===== src/rtl/ipi_cmd_pkg.sv =====
package ipi_cmd_pkg;
  localparam int ID_W  = 8;
  localparam int VEC_W = 8;
  localparam int MD_W  = 3;
  localparam int SH_W  = 2;
  localparam int BUSY_BIT = 12;
  localparam logic [ID_W-1:0] BCAST_ID = '1;

  typedef enum logic [SH_W-1:0] {
    SH_FIELD  = 2'b00,
    SH_SELF   = 2'b01,
    SH_ALLINC = 2'b10,
    SH_ALLEXC = 2'b11
  } ipi_short_e;

  typedef struct packed {
    logic [SH_W-1:0]  shorthand;
    logic             trig;
    logic             level;
    logic [MD_W-1:0]  mode;
    logic [VEC_W-1:0] vector;
  } ipi_lo_t;

  function automatic ipi_lo_t lo_unpack(input logic [31:0] w);
    ipi_lo_t f;
    f.vector    = w[7:0];
    f.mode      = w[10:8];
    f.level     = w[14];
    f.trig      = w[15];
    f.shorthand = w[19:18];
    return f;
  endfunction

  function automatic logic [31:0] lo_pack(input ipi_lo_t f, input logic busy);
    logic [31:0] w;
    w = '0;
    w[7:0]      = f.vector;
    w[10:8]     = f.mode;
    w[BUSY_BIT] = busy;
    w[14]       = f.level;
    w[15]       = f.trig;
    w[17:16]    = 2'b00;
    w[19:18]    = f.shorthand;
    return w;
  endfunction

  function automatic logic [ID_W-1:0] dest_resolve(input logic [SH_W-1:0] sh,
                                                   input logic [ID_W-1:0] field_id,
                                                   input logic [ID_W-1:0] self_id);
    case (ipi_short_e'(sh))
      SH_FIELD: return field_id;
      SH_SELF:  return self_id;
      default:  return BCAST_ID;
    endcase
  endfunction
endpackage


===== src/rtl/ipi_cmd_decode.sv =====
module ipi_cmd_decode #(
  parameter int ADDR_W = 12,
  parameter logic [ADDR_W-1:0] LO_OFF = 12'h300,
  parameter logic [ADDR_W-1:0] HI_OFF = 12'h310
) (
  input  logic              bus_wr,
  input  logic [ADDR_W-1:0] bus_addr,
  output logic              lo_sel,
  output logic              hi_sel,
  output logic              lo_wr,
  output logic              hi_wr
);
  always_comb begin
    lo_sel = (bus_addr == LO_OFF);
    hi_sel = (bus_addr == HI_OFF);
    lo_wr  = bus_wr && lo_sel;
    hi_wr  = bus_wr && hi_sel;
  end
endmodule


===== src/rtl/ipi_cmd_regs.sv =====
module ipi_cmd_regs
  import ipi_cmd_pkg::*;
(
  input  logic            clk,
  input  logic            rst_n,
  input  logic            hi_wr,
  input  logic [ID_W-1:0] hi_wdata,
  input  logic            lo_take,
  input  ipi_lo_t         lo_wdata,
  output logic [ID_W-1:0] hi_q,
  output ipi_lo_t         lo_q
);
  always_ff @(posedge clk or negedge rst_n) begin
    if (!rst_n) begin
      hi_q <= '0;
      lo_q <= '0;
    end else begin
      if (hi_wr)   hi_q <= hi_wdata;
      if (lo_take) lo_q <= lo_wdata;
    end
  end
endmodule


===== src/rtl/ipi_cmd_launch.sv =====
module ipi_cmd_launch
  import ipi_cmd_pkg::*;
(
  input  logic            clk,
  input  logic            rst_n,
  input  logic            lo_wr,
  input  ipi_lo_t         lo_wdata,
  input  logic [ID_W-1:0] hi_id,
  input  logic [ID_W-1:0] local_id,
  input  logic            msg_ready,
  output logic            lo_take,
  output logic            hand_evt,
  output logic            busy,
  output logic            send_err,
  output ipi_lo_t         msg_f,
  output logic [ID_W-1:0] msg_dest
);
  logic drop_evt;

  always_comb begin
    lo_take  = lo_wr && !busy;
    drop_evt = lo_wr && busy;
    hand_evt = busy && msg_ready;
  end

  always_ff @(posedge clk or negedge rst_n) begin
    if (!rst_n) begin
      busy     <= 1'b0;
      send_err <= 1'b0;
      msg_f    <= '0;
      msg_dest <= '0;
    end else begin
      if (drop_evt) send_err <= 1'b1;
      if (lo_take) begin
        busy     <= 1'b1;
        msg_f    <= lo_wdata;
        msg_dest <= dest_resolve(lo_wdata.shorthand, hi_id, local_id);
      end else if (hand_evt) begin
        busy <= 1'b0;
      end
    end
  end
endmodule


===== src/rtl/ipi_cmd_unit.sv =====
module ipi_cmd_unit
  import ipi_cmd_pkg::*;
#(
  parameter int ADDR_W = 12,
  parameter logic [ADDR_W-1:0] LO_OFF = 12'h300,
  parameter logic [ADDR_W-1:0] HI_OFF = 12'h310
) (
  input  logic              clk,
  input  logic              rst_n,
  input  logic              bus_wr,
  input  logic [ADDR_W-1:0] bus_addr,
  input  logic [31:0]       bus_wdata,
  output logic [31:0]       bus_rdata,
  input  logic [ID_W-1:0]   local_id,
  output logic              msg_valid,
  input  logic              msg_ready,
  output logic [ID_W-1:0]   msg_dest,
  output logic [SH_W-1:0]   msg_short,
  output logic [MD_W-1:0]   msg_mode,
  output logic              msg_trig,
  output logic              msg_level,
  output logic [VEC_W-1:0]  msg_vector,
  output logic              send_err
);
  logic            lo_sel, hi_sel, lo_wr, hi_wr;
  logic            lo_take, hand_evt, busy;
  logic [ID_W-1:0] hi_q;
  ipi_lo_t         lo_q, lo_in, msg_f;
  logic            unused_wbits;

  assign lo_in        = lo_unpack(bus_wdata);
  assign unused_wbits = ^{bus_wdata[23:20], bus_wdata[17:16], bus_wdata[13:11]};

  ipi_cmd_decode #(.ADDR_W(ADDR_W), .LO_OFF(LO_OFF), .HI_OFF(HI_OFF)) u_dec (
    .bus_wr(bus_wr), .bus_addr(bus_addr),
    .lo_sel(lo_sel), .hi_sel(hi_sel), .lo_wr(lo_wr), .hi_wr(hi_wr)
  );

  ipi_cmd_regs u_regs (
    .clk(clk), .rst_n(rst_n),
    .hi_wr(hi_wr), .hi_wdata(bus_wdata[31:24]),
    .lo_take(lo_take), .lo_wdata(lo_in),
    .hi_q(hi_q), .lo_q(lo_q)
  );

  ipi_cmd_launch u_launch (
    .clk(clk), .rst_n(rst_n),
    .lo_wr(lo_wr), .lo_wdata(lo_in), .hi_id(hi_q), .local_id(local_id),
    .msg_ready(msg_ready),
    .lo_take(lo_take), .hand_evt(hand_evt), .busy(busy), .send_err(send_err),
    .msg_f(msg_f), .msg_dest(msg_dest)
  );

  always_comb begin
    bus_rdata = '0;
    if (lo_sel)      bus_rdata = lo_pack(lo_q, busy);
    else if (hi_sel) bus_rdata = {hi_q, 24'h0};
  end

  assign msg_valid  = busy;
  assign msg_short  = msg_f.shorthand;
  assign msg_mode   = msg_f.mode;
  assign msg_trig   = msg_f.trig;
  assign msg_level  = msg_f.level;
  assign msg_vector = msg_f.vector;
endmodule


===== config.mk =====
export PLATFORM = sky130hd
export DESIGN_NAME = ipi_cmd_unit
export DESIGN_NICKNAME = d
export VERILOG_FILES = /design/src/rtl/ipi_cmd_pkg.sv /design/src/rtl/ipi_cmd_decode.sv /design/src/rtl/ipi_cmd_regs.sv /design/src/rtl/ipi_cmd_launch.sv /design/src/rtl/ipi_cmd_unit.sv
export SDC_FILE = /design/constraint.sdc
export NUM_CORES = 1
export LEC_CHECK = 0
export BUFFER_PORTS_ARGS = -buffer_cell sky130_fd_sc_hd__clkbuf_2
export CELL_PAD_IN_SITES_DETAIL_PLACEMENT = 0
export CELL_PAD_IN_SITES_GLOBAL_PLACEMENT = 2
export CORE_MARGIN = 2
export CORE_UTILIZATION = 31
export CTS_CLUSTER_SIZE = 28
export DETAILED_ROUTE_END_ITERATION = 8
export PLACE_DENSITY_LB_ADDON = 0.1
export SYNTH_ARGS = -nofsm -noshare
export SYNTH_HDL_FRONTEND = slang
export SYNTH_HIERARCHICAL = 1
export SYNTH_SLANG_ARGS = --single-unit

===== constraint.sdc =====
create_clock -name clk -period 11.1 [get_ports clk]
set_input_delay 3.33 -clock clk [delete_from_list [all_inputs] [get_ports clk]]
set_output_delay 3.33 -clock clk [all_outputs]
set_load 0.01 [all_outputs]

# Word-level counts from Yosys, hierarchy flattened
# Cells that the tools add are included.
# word_totals
register_bits	33
latchBits	0
ramBits	0
rom_bits	0
inputBits	56
out_inout_bits	57
word_cells	25
memories	0
# classes
addsub	0
multipliers	0
n_div	0
n_lt_le_gt_ge	0
eq_ne	3
shift	0
n_mux	5
bitwise_logic	0
reduce_logical	8
# ops
operator	n
$mux 32	2
$eq 12x10->1 const B	2
$pmux 8 s2	1
$logic_and 1x1->1	5
$eq 2x1->1 const B	1
$logic_not 2->1	1
$mux 1	2
$reduce_bool 2->1	1
$logic_not 1->1	1

# Logic depth before layout (Yosys ltp)
# Gate-level depths: netlist of the first run.
# depth
depth_word	4
mapped_depth	8
ltp_nobuf	4

# Hierarchy
# The synthesis of the first run kept the hierarchy.
# by_module_without_submodules
mod	n_inst	cells_per_inst	area_per_inst_um2	seq_area_each_um2
ipi_cmd_launch	1	66	1073.5	625.6
ipi_cmd_regs	1	49	908.4	575.6
ipi_cmd_unit	1	35	264.0	0.0
ipi_cmd_decode	1	10	63.8	0.0

# Worst setup path after synthesis of the first run
# OpenSTA, ideal clock, no wires.
# synth_path
kind	input-to-output
start	input bus_addr[11]
end	output bus_rdata[10]
arrival_time_ns	4.884
required_ns	7.770
setup_slack_ns	2.886
path_stages	4
path_buffers	1
path_cell_list	or4_1 > nor4_1 > clkbuf_2 > and2_1
# synth_via
elab_chain_len	2
# synth_lines
item	line	source
start: declaration	ipi_cmd_unit.sv:11	input logic [ADDR_W-1:0] bus_addr,
$eq 12x10->1	ipi_cmd_decode.sv:14	lo_sel = (bus_addr == LO_OFF);
via lo_sel	ipi_cmd_unit.sv:25	logic lo_sel, hi_sel, lo_wr, hi_wr;
$mux 32	ipi_cmd_unit.sv:56	if (lo_sel) bus_rdata = lo_pack(lo_q, busy);
end: declaration	ipi_cmd_unit.sv:13	output logic [31:0] bus_rdata,
# The timed path passes the listed nets, and every way through them passes these cells.

# Final worst setup path of the first run
# layout_path
start	input bus_addr[11]
end	output bus_rdata[26]
# layout_via
elab_chain_len	3
elab_cells_between_ends	4
cone_classes	eq/ne (2); mux (2)
# layout_lines
item	line	source
$eq 12x10->1	ipi_cmd_decode.sv:15	hi_sel = (bus_addr == HI_OFF);
via hi_sel	ipi_cmd_unit.sv:25	
$mux 32	ipi_cmd_unit.sv:57	else if (hi_sel) bus_rdata = {hi_q, 24'h0};
$mux 32	ipi_cmd_unit.sv:56	
# The timed path passes the listed nets, and every way through them passes these cells.

==> impl_results.md, run 1 <==
* Cell variety after synth at 26
* Overall track demand over capacity in global routing at 0.126
* Post-route clock skew at just under 0.008 ns
* Post-synthesis async set-or-reset flop share at 1.00
* Arrival @ worst endpoint at 5.54 ns
* Number of nets with antenna violations after routing at 0
* Measured slew at the worst slew-check pin at between 1 and 1.5 ns
* Number of synthesized register bits at 48
* Vias post-DR at 1545
* Power spent charging and discharging nets at 0.0685 mW
* Share of total power in combinational logic at 0.060
* CTS tree: yes
* Floorplan Core Area at 7210 µm²
* Number of inserted diodes at 0
* DIE HEIGHT at around 90 µm
* Source-to-sink clock delay at the later pin of the worst-skew pair at 0.29 ns
* Power density over the cells at 109 nW/µm²
* Min cycle time layout at roughly 9 ns
* Vias in the first global route at 1532
* Gates resized, CTS repair at 0
* Post-Syn Area at around 2300 µm²
* Global-route wire length before repair at ~8.1 mm
* Outcome: completed
* Hold path startpoint: u_launch/send_err
* Sequential fraction of the synthesis area at 0.520
* # nets final at 311
* Worst IR drop on VDD at roughly 0.049 mV
* Leakage power of the design at 1.62 nW
* Sequential cell fraction of total power at 0.551
* Setup repair after global routing missed its margin: false
* Row count at 31
* Average cell area after synthesis at 14.4 µm²
* Routed wire length at 5.16 mm
* Largest net degree at the start of global routing at 49
* Leading register cell type out of synthesis: dfrtp_1
* Hold Path Class: flip-flop to flip-flop
* Filler instances at between 700 and 800
* Headroom to the max-slew limit at 0.192
* Count of unresolved DRC violations after routing at 0
* Hold Buf Count CTS at 0
* Port Buffer Count at 95
* Clock network fraction of total power at 0.389
* Share of the cycle needed by the critical path after routing at 0.799
* Initial DRT Pass Iterations at 4
* Depth of the worst register-to-register path at 3
* Aggregate global routing overflow at 0
* Warnings, synthesis at 6
* Most common cell after layout, fill and taps aside: clkbuf_2
* Critical path data required time at ~7.8 ns
* Number of synthesized flops with an enable pin at 0
* Layout cell share with drive strength beyond 1 at 0.621
* Net switching fraction of the power at 0.214
* Final GP Congestion at 0.666
* Number of stages on the worst hold path at 1
* Fmax at 113 MHz
* Cell internal pwr at 0.251 mW
* Leading post-synthesis cells by cell area: dfrtp_1, mux2_4, mux2_2
* Utilization of the core after routing at 0.406
* Share of Yosys cell area claimed by the top area cell type at 0.520
* Synthesized netlist cell count at 160
* Die width at 90.3 µm
* Number of failing hold endpoints at the final stage at 0
* Storage element area at 1200 µm²
* Antenna violations before repair at 0
* Largest area contributor in the synthesized netlist: dfrtp_1
* DIE AREA at 8160 µm²
* Area of the multi-input gates at 991 µm²
* R2r endpoint: u_regs/lo_q[12]
* Layout overhead on the synthesized area at 26.8%
* Crit path capture type: primary output
* Routed via count divided by cell count at 4.35
* Critical setup path kind: primary input to primary output
* CTS Buffer Depth at 2
* Initial standard-cell utilization of the core at 0.320
* 1st-iter DRT viols at 30
* Placed wire-length estimate after detailed placement at 3.65 mm
* Register clock-pin slew on the reported worst setup and hold paths at 0.08 ns
* Hold EP: u_launch/send_err
* Max-slew violation count at 0
* Setup slack of the most critical reg-to-reg path at 9.47 ns
* Setup Viol. Count Final at 0
* Most frequent cells in the layout: clkbuf_2, dfrtp_1, mux2_4, mux2_2, and2_1
* Maximum Capacitance Violations at 0
* Number of buffers inserted to repair setup after CTS at 0
* Clk sinks at 48
* Final routed wire length divided by cell count at 14.5 µm
* Library cell used as clock root buffer: clkbuf_8
* Critical path fanouts, max at 8
* IO Pins at 113
* Total negative slack for setup checks at 0 ns
* Kind of start point of the critical path: primary input
* CTS Buf Count at 5
* Worst reg2reg startpoint: u_launch/busy
* Deepest level of the CTS H-tree at 2
worst max path at each step:
stage / from / endpoint / slack (ns) / cells after the start
detailed placement: bus_addr[11] / bus_rdata[31] / 2.28 / 5
finish: bus_addr[11] / bus_rdata[26] / 2.23 / 5
global route: bus_addr[11] / bus_rdata[31] / 2.09 / 5
global placement: bus_addr[11] / bus_rdata[31] / 2.36 / 5
CTS: bus_addr[11] / bus_rdata[31] / 2.28 / 5
floorplan: bus_addr[11] / bus_rdata[10] / 2.89 / 4
power groups by stage:
stage	sequential, mW	combinational, mW	clock [mW]
after floorplan	0.180	0.00744	0
after global placement	0.180	0.0198	0
after detailed placement	0.180	0.0198	0
after CTS	0.176	0.0198	0.133
after global routing	0.176	0.0217	0.139
final	0.176	0.0192	0.124
critical path, cell delays in order:
cell and delay [ns]:
clkbuf_2 0.07, or4_1 0.61, nor4_1 1.03, and3b_2 0.35
clkbuf_2 0.13
routing by layer:
metal	part of all wire	up-vias	track usage
li1	-	740	-
met1	0.47	752	0.175
met2	0.46	51	0.193
met3	0.063	2	0.0401
met4	0.0047	0	0.0308
met5	0	-	0
through the flow:
| stage | setup WS [ns] | area, µm² | instances | total power [mW] | hold slack [ns] |
|---|---|---|---|---|---|
| 2_1_floorplan | 2.89 | 2340 | 167 | 0.187 | 0.473 |
| 3_3_place_gp | 2.36 | 2820 | 347 | 0.199 | 0.452 |
| 3_5_place_dp | 2.28 | 2820 | 347 | 0.199 | 0.462 |
| 4_1_cts | 2.28 | 2930 | 355 | 0.329 | 0.483 |
| 5_1_grt | 2.09 | 2930 | 355 | 0.337 | 0.498 |
| 6_report | 2.23 | 2930 | 355 | 0.320 | 0.475 |
cells by family (layout without fill, tap and decap cells):
family / count (synthesis) / count (layout) / share of synthesized area
flip-flops: 48 / 48 / 0.520
buffers and inverters: 18 / 107 / 0.0710
other: 1 / 8 / 0.00162
AO/OA/AOI/OAI: 9 / 9 / 0.0336
AND/OR/NAND/NOR: 38 / 38 / 0.120
multiplexers: 46 / 46 / 0.254
cell usage after synthesis (2+ instances only):
cell type,count
buf_4,8
mux2_2,17
and3b_2,5
buf_6,4
a2bb2oi_1,8
dfrtp_1,48
mux2i_1,8
mux2_4,21
nor2_1,2
clkbuf_2,2
buf_12,2
and2_1,11
and3b_1,3
and2_2,6
nor4_1,4
sequential cells by signal, indices dropped and copies added, names as in the netlist:
| register | cells |
|---|---|
| u_launch/msg_dest | 8 |
| u_regs/hi_q | 8 |
| u_regs/lo_q | 15 |
| u_launch/send_err | 1 |
| u_launch/msg_f | 15 |
| u_launch/busy | 1 |
area by class of cell:
class	instances	area share
clock buffers	5	0.0235
clock inverters	3	0.0145
inverters	1	0.00128
multi-input cells	101	0.338
flip-flops and latches	48	0.410
well taps	99	0.0423
repair buffers	98	0.170
(Power assumes the default switching activity.)
==> run 2: changes to the inputs <==
--- a/config.mk
+++ b/config.mk
@@ -5,11 +5,12 @@
 export SDC_FILE = /design/constraint.sdc
 export NUM_CORES = 1
 export LEC_CHECK = 0
+export ABC_AREA = 1
 export BUFFER_PORTS_ARGS = -buffer_cell sky130_fd_sc_hd__clkbuf_2
 export CELL_PAD_IN_SITES_DETAIL_PLACEMENT = 0
 export CELL_PAD_IN_SITES_GLOBAL_PLACEMENT = 2
 export CORE_MARGIN = 2
-export CORE_UTILIZATION = 31
+export CORE_UTILIZATION = 25
 export CTS_CLUSTER_SIZE = 28
 export DETAILED_ROUTE_END_ITERATION = 8
 export PLACE_DENSITY_LB_ADDON = 0.1
==> constraint.sdc (replaced) <==
create_clock -name clk -period 8.5 [get_ports clk]
set_input_delay 2.55 -clock clk [delete_from_list [all_inputs] [get_ports clk]]
set_output_delay 2.55 -clock clk [all_outputs]
set_load 0.01 [all_outputs]
==> run 2 against run 1 <==
  * First-iteration DRC count shrank 6.7%
  * Count of clock-buffer cells in the layout grew 1
  * Synthesized cell count grew 94%
  * Combinational power grew 42%
  * Utilization shrank 8.5 points
  * Total power grew 25%
  * Clock power grew 15%
  * Critical endpoint is now bus_rdata[6]
==> impl_results.md, run 2 <==
* Setup repair after global routing missed its margin: false (unchanged)
* Antenna violations before repair at 0 (unchanged)
* Floorplan Core Area at 9240 µm² (was 7210 µm²)
* Setup slack after layout at 1.99 ns (was 2.23 ns)
* Setup Viol. Count Final at 0 (unchanged)
* Critical Path, Cell by Cell: clkbuf_2 -> nor2_2 -> nand2_1 -> nor2_2 -> nand2_1 -> inv_1 -> nand2_1 -> inv_1 -> clkbuf_2 (was clkbuf_2 -> or4_1 -> nor4_1 -> and3b_2 -> clkbuf_2)
* Peak-usage layer in the global routing report: met2 (unchanged)
* Net switching fraction of the power at 0.235 (was 0.214)
* Top Registers: u_launch/msg_f: 15 flops, u_regs/lo_q: 15 flops (unchanged)
* Library cell used as clock root buffer: clkbuf_8 (unchanged)
* Post-route clock skew at 0.0134 ns (was 0.00768 ns)
* DIE HEIGHT at 102 µm (was 90.3 µm)
* Post-synthesis async set-or-reset flop share at 1.00 (unchanged)
* Clock network fraction of total power at 0.355 (was 0.389)
* Overall track demand over capacity in global routing at 0.126 (about the same)
* Share of total power in combinational logic at 0.068 (was 0.060)
* Most common library cells after synthesis: nand2_1, dfrtp_1, inv_1 (was dfrtp_1, mux2_4, mux2_2)
* Post-Syn Area at 2380 µm² (was 2310 µm²)
* Storage element area at 1200 µm² (unchanged)
* Count of unresolved DRC violations after routing at 0 (unchanged)
* Aggregate global routing overflow at 0 (unchanged)
* GRT met1 Usage at 0.162 (was 0.175)
* Headroom to the max-slew limit at 0.372 (was 0.192)
* Beginning of the critical path: bus_addr[11] (unchanged)
* Hold Path Class: flip-flop to flip-flop (unchanged)
* Cell area after placement at 2870 µm² (was 2820 µm²)
* Number of buffer and inverter stages on the critical path at 4 (was 2)
* Layout cell share with drive strength beyond 1 at 0.296 (was 0.621)
* Warnings, synthesis at 6 (unchanged)
* Hold Buf Count CTS at 0 (unchanged)
* Number of inserted diodes at 0 (unchanged)
* Fmax at 154 MHz
* Final routed wire length divided by cell count at 11.6 µm (was 14.5 µm)
* Leading post-synthesis cells by cell area: dfrtp_1, nand2_1, inv_1 (was dfrtp_1, mux2_4, mux2_2)
* Critical path fanouts, max at 24 (was 8)
* Worst reg2reg startpoint: u_launch/busy (unchanged)
* Leading register cell type out of synthesis: dfrtp_1 (unchanged)
* Min cycle time layout at around 6.5 ns
* Cell with the most instances after synthesis: nand2_1 (was dfrtp_1)
* Number of buffers inserted to repair setup after CTS at 0 (unchanged)
* Cell family contributing the most delay on the critical path: buffers and inverters (was simple AND/OR/NAND/NOR gates)
* Largest area contributor in the synthesized netlist: dfrtp_1 (unchanged)
* Worst stage delay on the critical path at 0.63 ns (was 1.03 ns)
* Critical setup path kind: primary input to primary output (unchanged)
* Row count at 35 (was 31)
* Hold path startpoint: u_launch/msg_f[10] (was u_launch/send_err)
* Cell internal pwr at 0.306 mW (was 0.251 mW)
* Die width at 102 µm (was 90.3 µm)
* CTS Buffer Depth at 2 (unchanged)
* Number of stages on the worst hold path at 2 (was 1)
* Number of nets with antenna violations after routing at 0 (unchanged)
* Gates resized, CTS repair at 0 (unchanged)
* Cell variety after synth at 20 (was 26)
* CTS Buf Count at 5 (unchanged)
* Area of the multi-input gates at 883 µm² (was 991 µm²)
* IO Pins at 113 (unchanged)
* CTS tree: yes (unchanged)
* DIE AREA at 10300 µm² (was 8160 µm²)
* Placed wire-length estimate after detailed placement at 4.38 mm (was 3.65 mm)
* Worst-case setup slack after placement at 1.91 ns (was 2.28 ns)
* Number of failing hold endpoints at the final stage at 0 (unchanged)
* Layout overhead on the synthesized area at 24.6% (was 26.8%)
* Leakage power of the design at 1.88 nW (was 1.62 nW)
* Number of synthesized register bits at 48 (unchanged)
* Met2 usage in global routing at 0.209 (was 0.193)
* Global-route wire length before repair at 10.1 mm (was 8.14 mm)
* Source-to-sink clock delay at the later pin of the worst-skew pair at 0.30 ns (was 0.29 ns)
* DP Cell Count at 523 (was 347)
* Routed via count divided by cell count at 3.85 (was 4.35)
* Crit-path slowest cell: inv_1 (was nor4_1)
* # nets final at 457 (was 311)
* Clk sinks at 48 (unchanged)
* Max-slew violation count at 0 (unchanged)
* 1st-iter DRT viols at 28 (was 30)
* Port Buffer Count at 95 (unchanged)
* Synthesized netlist cell count at 311 (was 160)
* Kind of start point of the critical path: primary input (unchanged)
* Worst hold margin at 0.475 ns (about the same)
* Vias post-DR at 2043 (was 1545)
* Total negative slack for setup checks at 0 ns (unchanged)
* Most common cell after layout, fill and taps aside: nand2_1 (was clkbuf_2)
* Post-route cell area at 2970 µm² (was 2930 µm²)
* Vias in the first global route at 2091 (was 1532)
* Initial standard-cell utilization of the core at 0.258 (was 0.320)
* Average cell area after synthesis at 7.65 µm² (was 14.4 µm²)
* Worst IR drop on VDD at 0.0639 mV (was 0.0494 mV)
* Crit path capture type: primary output (unchanged)
* Critical path data required time at 5.95 ns (was 7.77 ns)
* Measured slew at the worst slew-check pin at 0.940 ns (was 1.20 ns)
* Sequential cell fraction of total power at 0.577 (was 0.551)
* Fraction of met3 tracks used by global routing at 0.0317 (was 0.0401)
* Deepest level of the CTS H-tree at 2 (unchanged)
* Filler instances at 1091 (was 738)
* Maximum Capacitance Violations at 0 (unchanged)
* Sequential fraction of the synthesis area at 0.505 (was 0.520)
* Path length in cells of the critical path at 9 (was 5)
* Final Non-Filler Cells at 531 (was 355)
* Final GP Congestion at 0.747 (was 0.666)
* Depth of the worst register-to-register path at 4 (was 3)
* Routed wire length at 6.14 mm (was 5.16 mm)
* Largest net degree at the start of global routing at 49 (unchanged)
* Outcome: completed (unchanged)
* Power density over the cells at 135 nW/µm² (was 109 nW/µm²)
* Arrival @ worst endpoint at 3.96 ns (was 5.54 ns)
* Power spent charging and discharging nets at 0.0941 mW (was 0.0685 mW)
* Dominant cell type by count on the critical path: nand2_1 (was clkbuf_2)
* Number of synthesized flops with an enable pin at 0 (unchanged)
* Share of the cycle needed by the critical path after routing at 0.766
* Share of Yosys cell area claimed by the top area cell type at 0.505 (was 0.520)
* Most frequent cells in the layout: nand2_1, clkbuf_2, dfrtp_1, inv_1, nor2_1 (was clkbuf_2, dfrtp_1, mux2_4, mux2_2, and2_1)
* Register clock-pin slew on the reported worst setup and hold paths at 0.10 ns (was 0.08 ns)
* Initial DRT Pass Iterations at 5 (was 4)
[run 2: cell count changes after synthesis, sizes merged, moves of 8 or more]
cell	change
inv	+36
nand2	+166
nand3b	+8
a2bb2oi	-8
mux2	-38
mux2i	-8
and3b	-8
nor2	+17
nand3	+8
and2	-17
[run 2: power by group through the flow]
stage	registers (mW)	clock network [mW]	logic, mW
after floorplan	0.236	0	0.0108
after global placement	0.235	0	0.0283
after detailed placement	0.235	0	0.0281
after CTS	0.231	0.152	0.0282
after global routing	0.231	0.163	0.0314
final	0.231	0.142	0.0272
[run 2: path summary, 6_finish.rpt]
kind / endpoint / slack (ns)
max in group asynchronous: u_launch/msg_f[8] / 5.71
worst min-delay path: u_launch/msg_f[10] / 0.47
min in group asynchronous: u_launch/msg_f[6] / 2.36
worst max register to register: u_launch/msg_f[14] / 6.51
worst min register to register: u_launch/msg_f[10] / 0.47
worst max-delay path: bus_rdata[6] / 1.99
[run 2: tightest hold or removal path: stages (launching register included)]
cell and delay [ns]:
dfrtp_1 0.35, nand2_1 0.05, nand2_1 0.04
[run 2: cell families after synthesis]
| logic type | share of synthesized area |
|---|---|
| AOI/OAI and AO/OA | 0.00736 |
| buffers and inverters | 0.135 |
| DFF | 0.505 |
| other | 0.00158 |
| and+or+nand+nor | 0.351 |
[run 2: routing by layer]
| metal | vias up | part of all wire |
|---|---|---|
| met2 | 58 | 0.48 |
| li1 | 1074 | - |
| met4 | 0 | 0.0065 |
| met3 | 2 | 0.052 |
| met5 | - | 0 |
| met1 | 909 | 0.46 |
[run 2: stage by stage]
step / util / total power [mW]
floorplan: - / 0.246
global placement: 0.311 / 0.264
detailed placement: 0.311 / 0.263
CTS: 0.321 / 0.411
global route: 0.321 / 0.425
finish: 0.321 / 0.400
[run 2: area by class of cell]
cell class / count / share of cell area
Clock buffer: 6 / 0.0278
Clock inverter: 2 / 0.00338
Inverter: 37 / 0.0485
Multi-Input combinational cell: 213 / 0.298
Sequential cell: 48 / 0.405
Tap cell: 129 / 0.0544
Timing Repair Buffer: 96 / 0.163
==> run 3: changes to the inputs <==
--- a/config.mk
+++ b/config.mk
@@ -5,12 +5,12 @@
 export SDC_FILE = /design/constraint.sdc
 export NUM_CORES = 1
 export LEC_CHECK = 0
-export ABC_AREA = 1
+export ABC_AREA = 0
 export BUFFER_PORTS_ARGS = -buffer_cell sky130_fd_sc_hd__clkbuf_2
 export CELL_PAD_IN_SITES_DETAIL_PLACEMENT = 0
 export CELL_PAD_IN_SITES_GLOBAL_PLACEMENT = 2
 export CORE_MARGIN = 2
-export CORE_UTILIZATION = 25
+export CORE_UTILIZATION = 29
 export CTS_CLUSTER_SIZE = 28
 export DETAILED_ROUTE_END_ITERATION = 8
 export PLACE_DENSITY_LB_ADDON = 0.1
==> constraint.sdc (replaced) <==
create_clock -name clk -period 6.7 [get_ports clk]
set_input_delay 2.01 -clock clk [delete_from_list [all_inputs] [get_ports clk]]
set_output_delay 2.01 -clock clk [all_outputs]
set_load 0.01 [all_outputs]
==> run 3 against run 2 <==
  * Utilization is 6.2 points higher
  * Global-route usage down 0.49 points
  * Sequential power increased by 26%
  * Non-clock buffer count grew 4
  * Die area down 16%
  * Sequential cell count unchanged
  * Critical path type unchanged
==> impl_results.md, run 3 (same netlist as run 1, synthesis figures left out) <==
* Worst-case setup slack after placement at 1.04 ns (was 1.91 ns)
* Hold Buf Count CTS at 0 (unchanged)
* Final GP Congestion at 0.667 (was 0.747)
* 1st-iter DRT viols at 22 (was 28)
* Number of nets with antenna violations after routing at 0 (unchanged)
* CTS Buffer Depth at 2 (unchanged)
* Number of inserted diodes at 0 (unchanged)
* Arrival @ worst endpoint at 3.64 ns (was 3.96 ns)
* Most frequent cells in the layout: clkbuf_2, dfrtp_1, mux2_4, mux2_2, and2_1 (was nand2_1, clkbuf_2, dfrtp_1, inv_1, nor2_1)
* Die width at 93.2 µm (was 102 µm)
* Largest net degree at the start of global routing at 49 (unchanged)
* Port Buffer Count at 95 (unchanged)
* Aggregate global routing overflow at 0 (unchanged)
* Clk sinks at 48 (unchanged)
* Max-slew violation count at 0 (unchanged)
* Global-route wire length before repair at 8.27 mm (was 10.1 mm)
* Final routed wire length divided by cell count at 14.4 µm (was 11.6 µm)
* CTS tree: yes (unchanged)
* Initial standard-cell utilization of the core at 0.299 (was 0.258)
* Critical path fanouts, max at 17 (was 24)
* Kind of start point of the critical path: primary input (unchanged)
* DIE HEIGHT at 93.2 µm (was 102 µm)
* Outcome: completed (unchanged)
* Row count at 32 (was 35)
* Top Registers: u_launch/msg_f: 15 flops, u_regs/lo_q: 15 flops (unchanged)
* Placed wire-length estimate after detailed placement at 3.82 mm (was 4.38 mm)
* Number of buffers inserted to repair setup after CTS at 0 (unchanged)
* Headroom to the max-slew limit at 0.358 (was 0.372)
* Total power after layout at 0.552 mW (was 0.400 mW)
* Beginning of the critical path: bus_addr[11] (unchanged)
* DIE AREA at 8690 µm² (was 10300 µm²)
* Number of stages on the worst hold path at 1 (was 2)
* Maximum Capacitance Violations at 0 (unchanged)
* Min cycle time layout at 5.65 ns
* Setup repair after global routing missed its margin: false (unchanged)
* Setup slack after layout at 1.05 ns (was 1.99 ns)
* Share of the cycle needed by the critical path after routing at 0.843
* Leakage power of the design at 1.64 nW (was 1.88 nW)
* Layout cell share with drive strength beyond 1 at 0.624 (was 0.296)
* Layout overhead on the synthesized area at 28.3% (was 24.6%)
* Routed via count divided by cell count at 4.30 (was 3.85)
* Worst IR drop on VDD at 0.0809 mV (was 0.0639 mV)
* Critical path data required time at 4.69 ns (was 5.95 ns)
* Setup Viol. Count Final at 0 (unchanged)
* Most common cell after layout, fill and taps aside: clkbuf_2 (was nand2_1)
* Critical setup path kind: primary input to primary output (unchanged)
* Count of unresolved DRC violations after routing at 0 (unchanged)
* Number of failing hold endpoints at the final stage at 0 (unchanged)
* Crit path capture type: primary output (unchanged)
* Register clock-pin slew on the reported worst setup and hold paths at 0.08 ns (was 0.10 ns)
* Post-route clock skew at 0.00509 ns (was 0.0134 ns)
* Vias post-DR at 1547 (was 2043)
* Worst reg2reg startpoint: u_launch/busy (unchanged)
* Antenna violations before repair at 0 (unchanged)
* Source-to-sink clock delay at the later pin of the worst-skew pair at 0.29 ns (was 0.30 ns)
* Deepest level of the CTS H-tree at 2 (unchanged)
* Overall track demand over capacity in global routing at 0.121 (was 0.126)
* Measured slew at the worst slew-check pin at 0.955 ns (was 0.940 ns)
* Hold Path Class: flip-flop to flip-flop (unchanged)
* Power density over the cells at 186 nW/µm² (was 135 nW/µm²)
* Hold path startpoint: u_launch/send_err (was u_launch/msg_f[10])
* Initial DRT Pass Iterations at 3 (was 5)
* Floorplan Core Area at 7730 µm² (was 9240 µm²)
* # nets final at 313 (was 457)
* Gates resized, CTS repair at 0 (unchanged)
* Library cell used as clock root buffer: clkbuf_8 (unchanged)
* Routed wire length at 5.20 mm (was 6.14 mm)
* Vias in the first global route at 1619 (was 2091)
* IO Pins at 113 (unchanged)
* Fmax at 177 MHz
* CTS Buf Count at 5 (unchanged)
* Total negative slack for setup checks at 0 ns (unchanged)
* Depth of the worst register-to-register path at 3 (was 4)
[run 3: cell types whose count changed in the layout (fill, tap and decap cells not counted), sizes merged, moves of 2 or more]
cell,delta
nand2,-166
mux2,+38
inv,-36
and2,+17
nor2,-17
a2bb2oi,+8
and3b,+8
mux2i,+8
nand3,-8
nand3b,-8
buf,+4
nor4,+4
clkinv,-2
[run 3: power breakdown]
group          leakage (nW)  internal [mW]  switching (mW)
clock network        0.0645          0.132          0.0961
registers             0.670          0.291        0.000867
logic                 0.902         0.0146          0.0174
[run 3: critical path, cell delays in order]
cell and delay, ns:
clkbuf_2 0.07, or4_1 0.62, nor4_2 0.33, buf_4 0.25, and3b_2 0.23, clkbuf_2 0.12
[run 3: area by class of cell]
class                      instances  area (µm²)
tap                              102         128
clock inverter                     1        30.0
multi-input combinational        101         991
inverter                           1        3.75
timing repair buffer             100         513
sequential                        48        1200
fill                             765        4760
clock buffer                       7        96.3
[run 3: routing by layer]
layer | vias up | share of wire | GRT usage
met5 | - | 0 | 0
met4 | 0 | 0.0046 | 0.0294
met3 | 2 | 0.070 | 0.0330
met2 | 61 | 0.47 | 0.194
met1 | 744 | 0.46 | 0.162
li1 | 740 | - | -
[run 3: worst paths after layout]
path | endpoint | slack [ns]
min in group asynchronous | u_regs/lo_q[10] | 1.80
setup reg to reg | u_regs/lo_q[14] | 4.80
setup / recovery | bus_rdata[24] | 1.05
hold / removal | u_launch/send_err | 0.47
max in group asynchronous | u_launch/send_err | 4.46
hold reg to reg | u_launch/send_err | 0.47
[run 3: stage by stage]
step	hold WS, ns	cell area, µm²	utilization	cells
2_1_floorplan	0.473	2340	-	167
6_report	0.474	2960	0.383	360
5_1_grt	0.513	2960	0.383	360
3_3_place_gp	0.439	2840	0.367	352
3_5_place_dp	0.453	2840	0.367	352
4_1_cts	0.477	2960	0.383	360
